==> src/rtl/wmul_pkg.sv <==
package wmul_pkg;

    typedef enum logic [1:0] {
        SZ_BYTE = 2'b00,
        SZ_WORD = 2'b01,
        SZ_LONG = 2'b10
    } size_e;

    typedef enum logic [1:0] {
        ST_IDLE = 2'b00,
        ST_RUN  = 2'b01,
        ST_FIX  = 2'b10
    } state_e;

    typedef struct packed {
        size_e size;   // effective width
        logic  trunc;  // destination-sized result
        logic  sgn;    // signed flag rule
        logic  neg;    // product sign
    } cfg_t;

    // Size decode; truncating forms have no byte variant.
    function automatic size_e decode_size(input logic [1:0] sel, input logic trunc);
        size_e s;
        unique case (sel)
            2'b00:   s = trunc ? SZ_WORD : SZ_BYTE;
            2'b01:   s = SZ_WORD;
            default: s = SZ_LONG;
        endcase
        return s;
    endfunction

endpackage

==> src/rtl/wmul_prep.sv <==
module wmul_prep
    import wmul_pkg::*;
#(
    parameter int DW = 32
) (
    input  logic [1:0]    form_i,
    input  logic [1:0]    size_i,
    input  logic          sgn_i,
    input  logic [DW-1:0] acc_i,
    input  logic [DW-1:0] src_i,
    input  logic [DW-1:0] imm_i,
    output logic [DW-1:0] mag_a_o,
    output logic [DW-1:0] mag_b_o,
    output cfg_t          cfg_o
);

    logic          trunc;
    logic          sgn_eff;
    size_e         sz;
    logic [DW-1:0] a_raw;
    logic [DW-1:0] a_ext;
    logic [DW-1:0] b_ext;
    logic          a_neg;
    logic          b_neg;

    always_comb begin
        trunc   = (form_i == 2'b01) || (form_i == 2'b10);
        sgn_eff = trunc | sgn_i;
        a_raw   = (form_i == 2'b10) ? imm_i : acc_i;
        sz      = decode_size(size_i, trunc);

        unique case (sz)
            SZ_BYTE: begin
                a_ext = {{(DW-8){sgn_eff & a_raw[7]}}, a_raw[7:0]};
                b_ext = {{(DW-8){sgn_eff & src_i[7]}}, src_i[7:0]};
            end
            SZ_WORD: begin
                a_ext = {{(DW-16){sgn_eff & a_raw[15]}}, a_raw[15:0]};
                b_ext = {{(DW-16){sgn_eff & src_i[15]}}, src_i[15:0]};
            end
            default: begin
                a_ext = a_raw;
                b_ext = src_i;
            end
        endcase

        a_neg   = sgn_eff & a_ext[DW-1];
        b_neg   = sgn_eff & b_ext[DW-1];
        mag_a_o = a_neg ? (~a_ext + 1'b1) : a_ext;
        mag_b_o = b_neg ? (~b_ext + 1'b1) : b_ext;

        cfg_o.size  = sz;
        cfg_o.trunc = trunc;
        cfg_o.sgn   = sgn_eff;
        cfg_o.neg   = a_neg ^ b_neg;
    end

endmodule

==> src/rtl/wmul_ctrl.sv <==
module wmul_ctrl
    import wmul_pkg::*;
#(
    parameter  int DW   = 32,
    localparam int CNTW = $clog2(DW) + 1
) (
    input  logic clk,
    input  logic rst_n,
    input  logic start_i,
    input  cfg_t cfg_i,
    output cfg_t cfg_o,
    output logic load_o,
    output logic step_o,
    output logic fix_o
);

    state_e            state_q;
    state_e            state_d;
    logic [CNTW-1:0]   cnt_q;
    logic [CNTW-1:0]   iters;
    logic              last_step;

    always_comb begin
        unique case (cfg_o.size)
            SZ_BYTE: iters = CNTW'(8);
            SZ_WORD: iters = CNTW'(16);
            default: iters = CNTW'(DW);
        endcase
        last_step = (cnt_q == iters - CNTW'(1));
    end

    // next state
    always_comb begin
        state_d = state_q;
        unique case (state_q)
            ST_IDLE: if (start_i)   state_d = ST_RUN;
            ST_RUN:  if (last_step) state_d = ST_FIX;
            ST_FIX:                 state_d = ST_IDLE;
            default:                state_d = ST_IDLE;
        endcase
    end

    // state register
    always_ff @(posedge clk) begin
        if (!rst_n) state_q <= ST_IDLE;
        else        state_q <= state_d;
    end

    // step counter and captured configuration
    always_ff @(posedge clk) begin
        if (!rst_n) begin
            cnt_q <= '0;
            cfg_o <= '0;
        end else if (load_o) begin
            cnt_q <= '0;
            cfg_o <= cfg_i;
        end else if (step_o) begin
            cnt_q <= cnt_q + CNTW'(1);
        end
    end

    // outputs
    always_comb begin
        load_o = (state_q == ST_IDLE) && start_i;
        step_o = (state_q == ST_RUN);
        fix_o  = (state_q == ST_FIX);
    end

    p_fix_after_run_r10: assert property (@(posedge clk) disable iff (!rst_n)
        (state_q == ST_FIX) |-> ($past(state_q) == ST_RUN))
        else $error("R10: finishing state not preceded by run state");

    p_run_no_restart_r11: assert property (@(posedge clk) disable iff (!rst_n)
        (state_q == ST_RUN) |=> (state_q == ST_RUN || state_q == ST_FIX))
        else $error("R11: run state left other than toward finish");

endmodule

==> src/rtl/wmul_core.sv <==
module wmul_core #(
    parameter  int DW = 32,
    localparam int PW = 2 * DW
) (
    input  logic          clk,
    input  logic          rst_n,
    input  logic          load_i,
    input  logic          step_i,
    input  logic          fix_i,
    input  logic [DW-1:0] mag_a_i,
    input  logic [DW-1:0] mag_b_i,
    output logic [PW-1:0] mag_o
);

    logic [PW-1:0] mcand_q;
    logic [DW-1:0] mplier_q;
    logic [PW-1:0] sum_q;

    always_ff @(posedge clk) begin
        if (!rst_n) begin
            mcand_q  <= '0;
            mplier_q <= '0;
            sum_q    <= '0;
        end else if (load_i) begin
            mcand_q  <= {{DW{1'b0}}, mag_a_i};
            mplier_q <= mag_b_i;
            sum_q    <= '0;
        end else if (step_i) begin
            if (mplier_q[0]) sum_q <= sum_q + mcand_q;
            mcand_q  <= mcand_q << 1;
            mplier_q <= mplier_q >> 1;
        end
    end

    assign mag_o = sum_q;

    p_mplier_drained_r2: assert property (@(posedge clk) disable iff (!rst_n)
        fix_i |-> (mplier_q == '0))
        else $error("R2: multiplier bits left over at finish");

endmodule

==> src/rtl/wmul_pack.sv <==
module wmul_pack
    import wmul_pkg::*;
#(
    parameter  int DW = 32,
    localparam int PW = 2 * DW
) (
    input  logic [PW-1:0] mag_i,
    input  cfg_t          cfg_i,
    output logic [DW-1:0] hi_o,
    output logic [DW-1:0] lo_o,
    output logic          flag_o
);

    logic [PW-1:0] prod;
    logic [PW-1:0] sx;
    logic          upper_nz;

    always_comb begin
        prod = cfg_i.neg ? (~mag_i + 1'b1) : mag_i;

        unique case (cfg_i.size)
            SZ_BYTE: begin
                lo_o     = {{(DW-16){1'b0}}, prod[15:0]};
                hi_o     = '0;
                sx       = {{(PW-8){prod[7]}}, prod[7:0]};
                upper_nz = |prod[15:8];
            end
            SZ_WORD: begin
                lo_o     = {{(DW-16){1'b0}}, prod[15:0]};
                hi_o     = cfg_i.trunc ? '0 : {{(DW-16){1'b0}}, prod[31:16]};
                sx       = {{(PW-16){prod[15]}}, prod[15:0]};
                upper_nz = |prod[31:16];
            end
            default: begin
                lo_o     = prod[DW-1:0];
                hi_o     = cfg_i.trunc ? '0 : prod[PW-1:DW];
                sx       = {{DW{prod[DW-1]}}, prod[DW-1:0]};
                upper_nz = |prod[PW-1:DW];
            end
        endcase

        flag_o = cfg_i.sgn ? (prod != sx) : upper_nz;
    end

endmodule

==> src/rtl/wide_multiplier.sv <==
module wide_multiplier
    import wmul_pkg::*;
#(
    parameter  int DW = 32,
    localparam int PW = 2 * DW
) (
    input  logic          clk,
    input  logic          rst_n,
    input  logic          start,
    input  logic [1:0]    form_sel,
    input  logic [1:0]    size_sel,
    input  logic          is_signed,
    input  logic [DW-1:0] acc_in,
    input  logic [DW-1:0] src_in,
    input  logic [DW-1:0] imm_in,
    output logic [DW-1:0] prod_hi,
    output logic [DW-1:0] prod_lo,
    output logic          cf,
    output logic          of,
    output logic          done
);

    logic [DW-1:0] mag_a;
    logic [DW-1:0] mag_b;
    cfg_t          cfg_new;
    cfg_t          cfg_run;
    logic          load;
    logic          step;
    logic          fix;
    logic [PW-1:0] mag;
    logic [DW-1:0] hi_n;
    logic [DW-1:0] lo_n;
    logic          flag_n;

    wmul_prep #(.DW(DW)) u_prep (
        .form_i  (form_sel),
        .size_i  (size_sel),
        .sgn_i   (is_signed),
        .acc_i   (acc_in),
        .src_i   (src_in),
        .imm_i   (imm_in),
        .mag_a_o (mag_a),
        .mag_b_o (mag_b),
        .cfg_o   (cfg_new)
    );

    wmul_ctrl #(.DW(DW)) u_ctrl (
        .clk     (clk),
        .rst_n   (rst_n),
        .start_i (start),
        .cfg_i   (cfg_new),
        .cfg_o   (cfg_run),
        .load_o  (load),
        .step_o  (step),
        .fix_o   (fix)
    );

    wmul_core #(.DW(DW)) u_core (
        .clk     (clk),
        .rst_n   (rst_n),
        .load_i  (load),
        .step_i  (step),
        .fix_i   (fix),
        .mag_a_i (mag_a),
        .mag_b_i (mag_b),
        .mag_o   (mag)
    );

    wmul_pack #(.DW(DW)) u_pack (
        .mag_i  (mag),
        .cfg_i  (cfg_run),
        .hi_o   (hi_n),
        .lo_o   (lo_n),
        .flag_o (flag_n)
    );

    always_ff @(posedge clk) begin
        if (!rst_n) begin
            prod_hi <= '0;
            prod_lo <= '0;
            cf      <= 1'b0;
            of      <= 1'b0;
            done    <= 1'b0;
        end else begin
            done <= fix;
            if (fix) begin
                prod_hi <= hi_n;
                prod_lo <= lo_n;
                cf      <= flag_n;
                of      <= flag_n;
            end
        end
    end

    p_done_pulse_r10: assert property (@(posedge clk) disable iff (!rst_n)
        done |=> !done)
        else $error("R10: done longer than one cycle");

    p_hold_r12: assert property (@(posedge clk) disable iff (!rst_n)
        !done |-> ($stable(prod_hi) && $stable(prod_lo) && $stable(cf) && $stable(of)))
        else $error("R12: outputs moved without done");

endmodule

==> config.mk <==
export PLATFORM = sky130hd
export DESIGN_NAME = wide_multiplier
export DESIGN_NICKNAME = d
export VERILOG_FILES = /design/src/rtl/wmul_pkg.sv /design/src/rtl/wmul_prep.sv /design/src/rtl/wmul_ctrl.sv /design/src/rtl/wmul_core.sv /design/src/rtl/wmul_pack.sv /design/src/rtl/wide_multiplier.sv
export SDC_FILE = /design/constraint.sdc
export NUM_CORES = 1
export LEC_CHECK = 0
export ABC_AREA = 1
export BUFFER_PORTS_ARGS = -buffer_cell sky130_fd_sc_hd__buf_2
export CAP_MARGIN = 5
export CORE_MARGIN = 2
export CORE_UTILIZATION = 55
export DETAILED_ROUTE_END_ITERATION = 10
export GPL_TIMING_DRIVEN = 0
export PLACE_DENSITY = 0.85
export SYNTH_ARGS = -nofsm -noshare
export SYNTH_HDL_FRONTEND = slang
export SYNTH_SLANG_ARGS = --single-unit
==> constraint.sdc <==
create_clock -name clk -period 2.55 [get_ports clk]
set_clock_uncertainty 0.05 [all_clocks]
set_input_delay 0.255 -clock clk [delete_from_list [all_inputs] [get_ports clk]]
set_output_delay 0.255 -clock clk [all_outputs]
set_load 0.01 [all_outputs]
==> results.cfg, run 1 <==
[timing]
grt_setup_unrepaired = yes
final.min_clock_period_ns = 2.67
maximum_achievable_frequency_ghz = 0.374
relSlewSlack = 0.363
layout_setup_ws_ns = -0.123
timing.final.hold_violations = 0
worst-slew-pin-transition_ns = 0.955
final.period_utilization = 1.05
setup_viol = 6
fin_worst_hold_slack_ns = 0.0790
slew_viol_final = 0

[synthesis]
post-synth-top-area-cell = sky130_fd_sc_hd__dfxtp_1
netlist.area_leader.share = 0.251
syn-instance-count = 3271
synth.area.top_cells = sky130_fd_sc_hd__dfxtp_1, sky130_fd_sc_hd__nand2_1, sky130_fd_sc_hd__nor2_1
post_synth.cell_area_avg_sq_um = 5.82
number_of_synthesized_flops_with_an_enable_pin = 0
ys_async_sr_fraction = 0
ys_types = 54
ff_latch_count_synth = 239
synth.cell_area_sq_mm = 0.0190
synth_nets = 3444
synth-main-ff-cell = sky130_fd_sc_hd__dfxtp_1
synth_warnings = 0
synth_seq_area_share = 0.251

[critical_path]
cp_startpoint_kind = flip-flop
required_ns = 2.97
worst_setup_path_end_kind = flip-flop
critPathMaxFanout = 5
cp_data_arrival_time_ns = 3.09
criticalPathCategory = flip-flop to flip-flop
r2r_setup_slack_ns = -0.12

[drt]
finalWirelength_microns = 70800
drt_first_iter_violations = 2395
remaining_drc_errors = 0
viasPerCell = 5.77
drt-pass1-iter-count = 6
routed_wire_length_per_instance_microns = 17.8
drtAntennaViolNets = 0
vias = 22900

[die]
design.portCount = 171
design.core.area_sq_mm = 0.0343
initial_util = 0.555
floorplan.die.height_microns = 190
die_area_sq_mm = 0.0361
die_x_microns = 190
std_cell_rows = 68

[place]
io_buffer_count = 170
place_congestion = 1.04
dp.final_hpwl_microns = 53700
pre_cts_ws_ns = -0.684

[global_routing]
grt_pass1_wl_microns = 105000
grt_usage = 0.367
pin_count_of_the_biggest_net_entering_global_routing = 14
grt-ovfl-total = 0
antenna_violations_before_repair = 0
first_global_vias = 20700

[status]
status = finished, violations left
violations = negative setup slack

[layout]
drive_gt1_frac = 0.161
syn_to_final_growth_pct = 19.3
fillers = 3212
fin_nets = 3672
diodes = 0

[cts]
clock_tree_from_tritoncts = yes
worstSkewPairLatency_ns = 0.57
ctsRootBufferMaster = sky130_fd_sc_hd__clkbuf_16
register_clock_pin_slew_on_the_reported_worst_setup_and_hold_paths_ns = 0.06
htree_levels = 1
cts_buffer_depth = 3
cts-buffers-inserted = 26
cts.sinks = 239

[power]
leakage_nw = 10.8
max-vdd-ir-drop_v = 0.000532
cellPowerDensity_mw_per_mm2 = 474

[worst_hold_path]
hp-class = primary input to flip-flop

[flow_run]
max-cap-violations = 0
-- logic make-up after synthesis --
family                   after synthesis  share of synthesized area
AND/OR/NAND/NOR                     1714                      0.370
flip-flops                           239                      0.251
AO/OA/AOI/OAI                        657                      0.184
XOR/XNOR                             102                     0.0469
buffers and inverters                488                      0.101
multiplexers                           2                    0.00105
adder cells (fa/ha/maj)               69                     0.0457
-- flip-flops by register name, summed over array words and instances, names as in the netlist --
name and count:
done 1, of 1, u_core.mcand_q 64, u_core.mag_o 64, u_ctrl.cnt_q 6, prod_hi 32
u_ctrl.cfg_o 5, u_ctrl.state_q 2, prod_lo 32, u_core.mplier_q 32
-- final cells by class --
class                   count  area (sq um)  area share
clock buffers              37           743      0.0327
plain buffers             119           553      0.0243
clock inverters             6          86.3     0.00380
well taps                 455           569      0.0251
repair buffers            200          1080      0.0477
inverters                 369          1390      0.0613
multi-input cells        2544         13400       0.589
flip-flops and latches    239          4900       0.216
-- cells in the mapped netlist (3+ instances only) --
| cell | n |
|---|---|
| sky130_fd_sc_hd__a21oi_1 | 328 |
| sky130_fd_sc_hd__o211ai_1 | 13 |
| sky130_fd_sc_hd__a31oi_1 | 22 |
| sky130_fd_sc_hd__buf_1 | 11 |
| sky130_fd_sc_hd__nor3_2 | 6 |
| sky130_fd_sc_hd__o21bai_1 | 15 |
| sky130_fd_sc_hd__buf_2 | 11 |
| sky130_fd_sc_hd__nand4_1 | 46 |
| sky130_fd_sc_hd__buf_6 | 7 |
| sky130_fd_sc_hd__ha_1 | 68 |
| sky130_fd_sc_hd__nor2_1 | 463 |
| sky130_fd_sc_hd__inv_2 | 10 |
| sky130_fd_sc_hd__nand3_2 | 3 |
| sky130_fd_sc_hd__dfxtp_1 | 239 |
| sky130_fd_sc_hd__and3_1 | 5 |
| sky130_fd_sc_hd__nand3_1 | 174 |
| sky130_fd_sc_hd__nor4_1 | 7 |
| sky130_fd_sc_hd__nand2_1 | 939 |
| sky130_fd_sc_hd__nor3b_1 | 3 |
| sky130_fd_sc_hd__a21boi_0 | 4 |
| sky130_fd_sc_hd__xor2_1 | 70 |
| sky130_fd_sc_hd__buf_4 | 3 |
| sky130_fd_sc_hd__inv_1 | 356 |
| sky130_fd_sc_hd__o21ai_1 | 19 |
| sky130_fd_sc_hd__a21o_1 | 12 |
| sky130_fd_sc_hd__or2_2 | 3 |
| sky130_fd_sc_hd__nand2_2 | 7 |
| sky130_fd_sc_hd__o221ai_1 | 3 |
| sky130_fd_sc_hd__o21ai_2 | 5 |
| sky130_fd_sc_hd__nand3b_1 | 8 |
| sky130_fd_sc_hd__xnor2_1 | 32 |
| sky130_fd_sc_hd__nor3_1 | 27 |
| sky130_fd_sc_hd__o21ai_0 | 225 |
| sky130_fd_sc_hd__nor2_2 | 16 |
| sky130_fd_sc_hd__clkbuf_1 | 87 |
-- path summary, 6_finish.rpt --
check / start / to / cells after the start
max reg2reg: u_core.mcand_q[33] / u_core.mag_o[56] / 13
min reg2reg: prod_hi[20] / prod_hi[20] / 2
max: u_core.mcand_q[33] / u_core.mag_o[56] / 13
min: src_in[4] / u_core.mplier_q[4] / 4
-- power by group --
part           internal [W]  switching [W]  leakage, nW  total, W
clock               0.00221        0.00162        0.403   0.00383
sequential          0.00385       0.000160         1.97   0.00401
combinational      0.000938        0.00198         8.39   0.00292
total               0.00700        0.00376         10.8    0.0108
-- layer usage --
layer,vias up,wire length [microns],GRT usage
met4,0,5450,0.238
met5,-,0,0
met1,10200,27000,0.435
li1,11000,-,-
met2,1333,32100,0.620
met3,354,6200,0.0520
-- critical path, stage by stage (launching register included) --
cell and delay [ns]:
sky130_fd_sc_hd__dfxtp_1 0.42, sky130_fd_sc_hd__ha_4 0.25, sky130_fd_sc_hd__inv_1 0.23, sky130_fd_sc_hd__o21ai_0 0.16, sky130_fd_sc_hd__a21oi_1 0.19, sky130_fd_sc_hd__o21ai_1 0.11, sky130_fd_sc_hd__a21oi_1 0.20, sky130_fd_sc_hd__nand3_2 0.13
sky130_fd_sc_hd__a21o_1 0.22, sky130_fd_sc_hd__and2_1 0.15, sky130_fd_sc_hd__o21bai_1 0.16, sky130_fd_sc_hd__nand3_2 0.14, sky130_fd_sc_hd__nand2_2 0.13, sky130_fd_sc_hd__inv_2 0.03
-- layout by cell type, fill, tap and decap left out, drive strengths merged, types with 15 or more instances in the layout --
master  instances
a21oi         328
nor2          479
xnor2          32
xor2           70
a31oi          22
dfxtp         239
buf           229
o21ai         250
ha             68
nand4          46
nor3           34
clkbuf        126
nand3         179
o21bai         15
inv           368
nand2         947
-- per-stage QoR --
stage / std cells / area [sq um] / power, W / TNS, ns / utilization
detailed placement: 3896 / 20500 / 0.00672 / -37.85 / 0.597
global placement: 3896 / 20500 / 0.00670 / -36.24 / 0.597
CTS: 3954 / 21800 / 0.0105 / -0.0241 / 0.635
floorplan: 3271 / 19000 / 0.00594 / 0 / -
global route: 3969 / 22700 / 0.0112 / -1.79 / 0.662
finish: 3969 / 22700 / 0.0108 / -0.306 / 0.662
-- repair_timing --
| action | 4_1_cts | 5_1_grt |
|---|---|---|
| hold buffers | 1 | 0 |
| setup endpoints to repair | 64 | 107 |
| pin swaps | 13 | 38 |
| gates resized for setup | 117 | 234 |
| setup buffers | 13 | 15 |
| cloned | 1 | 0 |
| hold endpoints to repair | 2 | 0 |
Note: power is estimated with default switching activity, not from simulation.
==> inputs of run 2 (changes only) <==
--- a/config.mk
+++ b/config.mk
@@ -5,12 +5,13 @@
 export SDC_FILE = /design/constraint.sdc
 export NUM_CORES = 1
 export LEC_CHECK = 0
-export ABC_AREA = 1
 export BUFFER_PORTS_ARGS = -buffer_cell sky130_fd_sc_hd__buf_2
 export CAP_MARGIN = 5
+export CORE_ASPECT_RATIO = 0.8
 export CORE_MARGIN = 2
 export CORE_UTILIZATION = 55
 export DETAILED_ROUTE_END_ITERATION = 10
+export GPL_ROUTABILITY_DRIVEN = 1
 export GPL_TIMING_DRIVEN = 0
 export PLACE_DENSITY = 0.85
 export SYNTH_ARGS = -nofsm -noshare
==> run 2 against run 1 <==
Against the previous run: the run still ends with negative setup slack left; critical path depth decreased by 1; maximum frequency fell by 34%; clock-buffer cell count down 5; setup slack worse by 1.4 ns; non-clock buffer count increased by 169; flip-flop and latch count unchanged; power is 1.5% lower; final cell count decreased by 21%; critical endpoint is now of; largest cell class unchanged.
==> results.cfg, run 2 <==
[power]
comb_power_share = 0.225
cellPowerDensity_mw_per_mm2 = 448
max-vdd-ir-drop_v = 0.000458
clkPwrFrac = 0.401
power.internal_w = 0.00730
p_sw_frac = 0.312
share_seq_of_total_power = 0.374
leakage_nw = 9.73
power_switching_w = 0.00330

[timing]
final.period_utilization = 1.59
timing.final.hold_violations = 0
worst-slew-pin-transition_ns = 1.15
relSlewSlack = 0.234
setup_viol = 93
final.min_clock_period_ns = 4.05
maximum_achievable_frequency_ghz = 0.247
slew_viol_final = 0
grt_setup_unrepaired = yes
layout_setup_ws_ns = -1.50

[drt]
routed_wire_length_per_instance_microns = 23.4
drt-pass1-iter-count = 9
drtAntennaViolNets = 0
drt_first_iter_violations = 3380
vias = 21400
remaining_drc_errors = 0
viasPerCell = 6.86
finalWirelength_microns = 73000

[cts]
cts_buffer_depth = 3
ctsRootBufferMaster = sky130_fd_sc_hd__clkbuf_16
clock_tree_from_tritoncts = yes
htree_levels = 1
worstSkewPairLatency_ns = 0.58
post_cts_hold_buffer_count = 0
cts.sinks = 239
register_clock_pin_slew_on_the_reported_worst_setup_and_hold_paths_ns = 0.07
cts-buffers-inserted = 26

[die]
std_cell_rows = 57
design.portCount = 171
die_area_sq_mm = 0.0323
floorplan.die.height_microns = 161
die_x_microns = 201
design.core.area_sq_mm = 0.0304
initial_util = 0.559

[synthesis]
post_synth.cell_area_avg_sq_um = 7.26
netlist.area_leader.share = 0.282
synth_nets = 2514
ff_latch_count_synth = 239
synth-main-ff-cell = sky130_fd_sc_hd__dfxtp_1
synth_commonest_cells = sky130_fd_sc_hd__nand2_1, sky130_fd_sc_hd__a21oi_1, sky130_fd_sc_hd__dfxtp_1
synth.most_common_cell = sky130_fd_sc_hd__nand2_1
number_of_synthesized_flops_with_an_enable_pin = 0
ys_types = 79
synth_warnings = 0
synth.cell_area_sq_mm = 0.0170
synth.area.top_cells = sky130_fd_sc_hd__dfxtp_1, sky130_fd_sc_hd__nand2_1, sky130_fd_sc_hd__a21oi_1
ys_async_sr_fraction = 0
syn-instance-count = 2341
synth_seq_area_share = 0.282
post-synth-top-area-cell = sky130_fd_sc_hd__dfxtp_1

[worst_hold_path]
hp-class = primary input to flip-flop

[global_routing]
first_global_vias = 18900
grt_pass1_wl_microns = 102000
grt_usage = 0.388
grt-ovfl-total = 0
pin_count_of_the_biggest_net_entering_global_routing = 15
antenna_violations_before_repair = 1

[layout]
syn_to_final_growth_pct = 39.3
final-instance-count-excl-fill = 3121
fin_nets = 2862
diodes = 0
fillers = 1980
final_cell_mix = sky130_fd_sc_hd__nand2_1, sky130_fd_sc_hd__nor2_1, sky130_fd_sc_hd__dfxtp_1
final_common_cell = sky130_fd_sc_hd__nand2_1
drive_gt1_frac = 0.306
final_util = 0.779

[critical_path]
cp_data_arrival_time_ns = 4.48
criticalPathCategory = flip-flop to flip-flop
critPathMaxFanout = 3
required_ns = 2.98
cp_startpoint_kind = flip-flop
worst_setup_path_end_kind = flip-flop

[status]
status = finished, violations left
violations = negative setup slack

[flow_run]
max-cap-violations = 0

[place]
io_buffer_count = 170
dp.final_hpwl_microns = 47000
place_congestion = 0.973
place.detailed.instances = 2924
## run 2: critical path, cell delays in order, from the launching register on
cell                       delay, ns
sky130_fd_sc_hd__dfxtp_2        0.34
sky130_fd_sc_hd__buf_6          0.12
sky130_fd_sc_hd__or4_4          0.54
sky130_fd_sc_hd__or4_4          0.51
sky130_fd_sc_hd__or4b_4         0.56
sky130_fd_sc_hd__buf_4          0.16
sky130_fd_sc_hd__o31a_1         0.35
sky130_fd_sc_hd__xnor2_2        0.29
sky130_fd_sc_hd__nand3_1        0.22
sky130_fd_sc_hd__nor4_4         0.44
sky130_fd_sc_hd__nand2_1        0.12
sky130_fd_sc_hd__a211oi_2       0.22
sky130_fd_sc_hd__nor3_1         0.06
## run 2: final timing paths
check | startpoint | endpoint | slack, ns | cells after the start
worst min register to register | u_core.mcand_q[49] | u_core.mcand_q[50] | 0.42 | 2
worst max register to register | u_core.mag_o[50] | of | -1.50 | 12
worst min-delay path | rst_n | of | 0.03 | 3
worst max-delay path | u_core.mag_o[50] | of | -1.50 | 12
## run 2: what timing repair did
action | in CTS | in global routing
buffers inserted | 95 | 70
setup endpoints to repair | 175 | 171
pin swaps | 130 | 103
resized for setup | 252 | 230
endpoints found under the hold margin | 0 | 0
gates cloned | 1 | 1
## run 2: per-stage QoR
stage / hold slack (ns) / total power, W / TNS [ns] / setup slack [ns] / cell area [sq um]
detailed placement: 0.419 / 0.00589 / -96.42 / -1.69 / 19300
floorplan: 0.346 / 0.00530 / -12.56 / -1.05 / 17900
global route: 0.0364 / 0.0108 / -59.53 / -1.65 / 23700
CTS: 0.0197 / 0.0102 / -38.35 / -1.33 / 22200
global placement: 0.396 / 0.00584 / -86.36 / -1.68 / 19300
finish: 0.0324 / 0.0106 / -52.30 / -1.50 / 23700
## run 2: layer usage
metal | part of all wire | track usage | vias to the layer above
li1 | - | - | 9144
met1 | 0.38 | 0.529 | 9977
met4 | 0.056 | 0.150 | 2
met3 | 0.14 | 0.0773 | 473
met2 | 0.42 | 0.609 | 1823
met5 | 0.00018 | 0 | -
## run 2: power by group through the flow
stage	clock network (W)	logic [W]	registers, W
2_1_floorplan	0	0.00130	0.00400
3_3_place_gp	0	0.00182	0.00403
3_5_place_dp	0	0.00186	0.00403
4_1_cts	0.00418	0.00206	0.00395
5_1_grt	0.00437	0.00250	0.00397
6_report	0.00425	0.00239	0.00396
## run 2: cells by family (layout without fill, tap and decap cells)
kind of cell | Yosys count | count (layout) | share of synthesized area
AO/OA/AOI/OAI | 668 | 668 | 0.254
buffers and inverters | 196 | 562 | 0.0450
multiplexers | 41 | 41 | 0.0253
AND/OR/NAND/NOR | 975 | 976 | 0.265
flip-flops | 239 | 239 | 0.282
XOR/XNOR | 153 | 153 | 0.0789
adder cells (fa/ha/maj) | 69 | 69 | 0.0513
## run 2: layout make-up
type	count	area, sq um	share of cell area
Clock inverter	15	215	0.00909
Timing Repair Buffer	331	2280	0.0961
Tap cell	413	517	0.0218
Buffer	157	835	0.0352
Clock buffer	32	736	0.0311
Multi-Input combinational cell	1907	14100	0.597
Sequential cell	239	4840	0.204
Inverter	27	114	0.00481
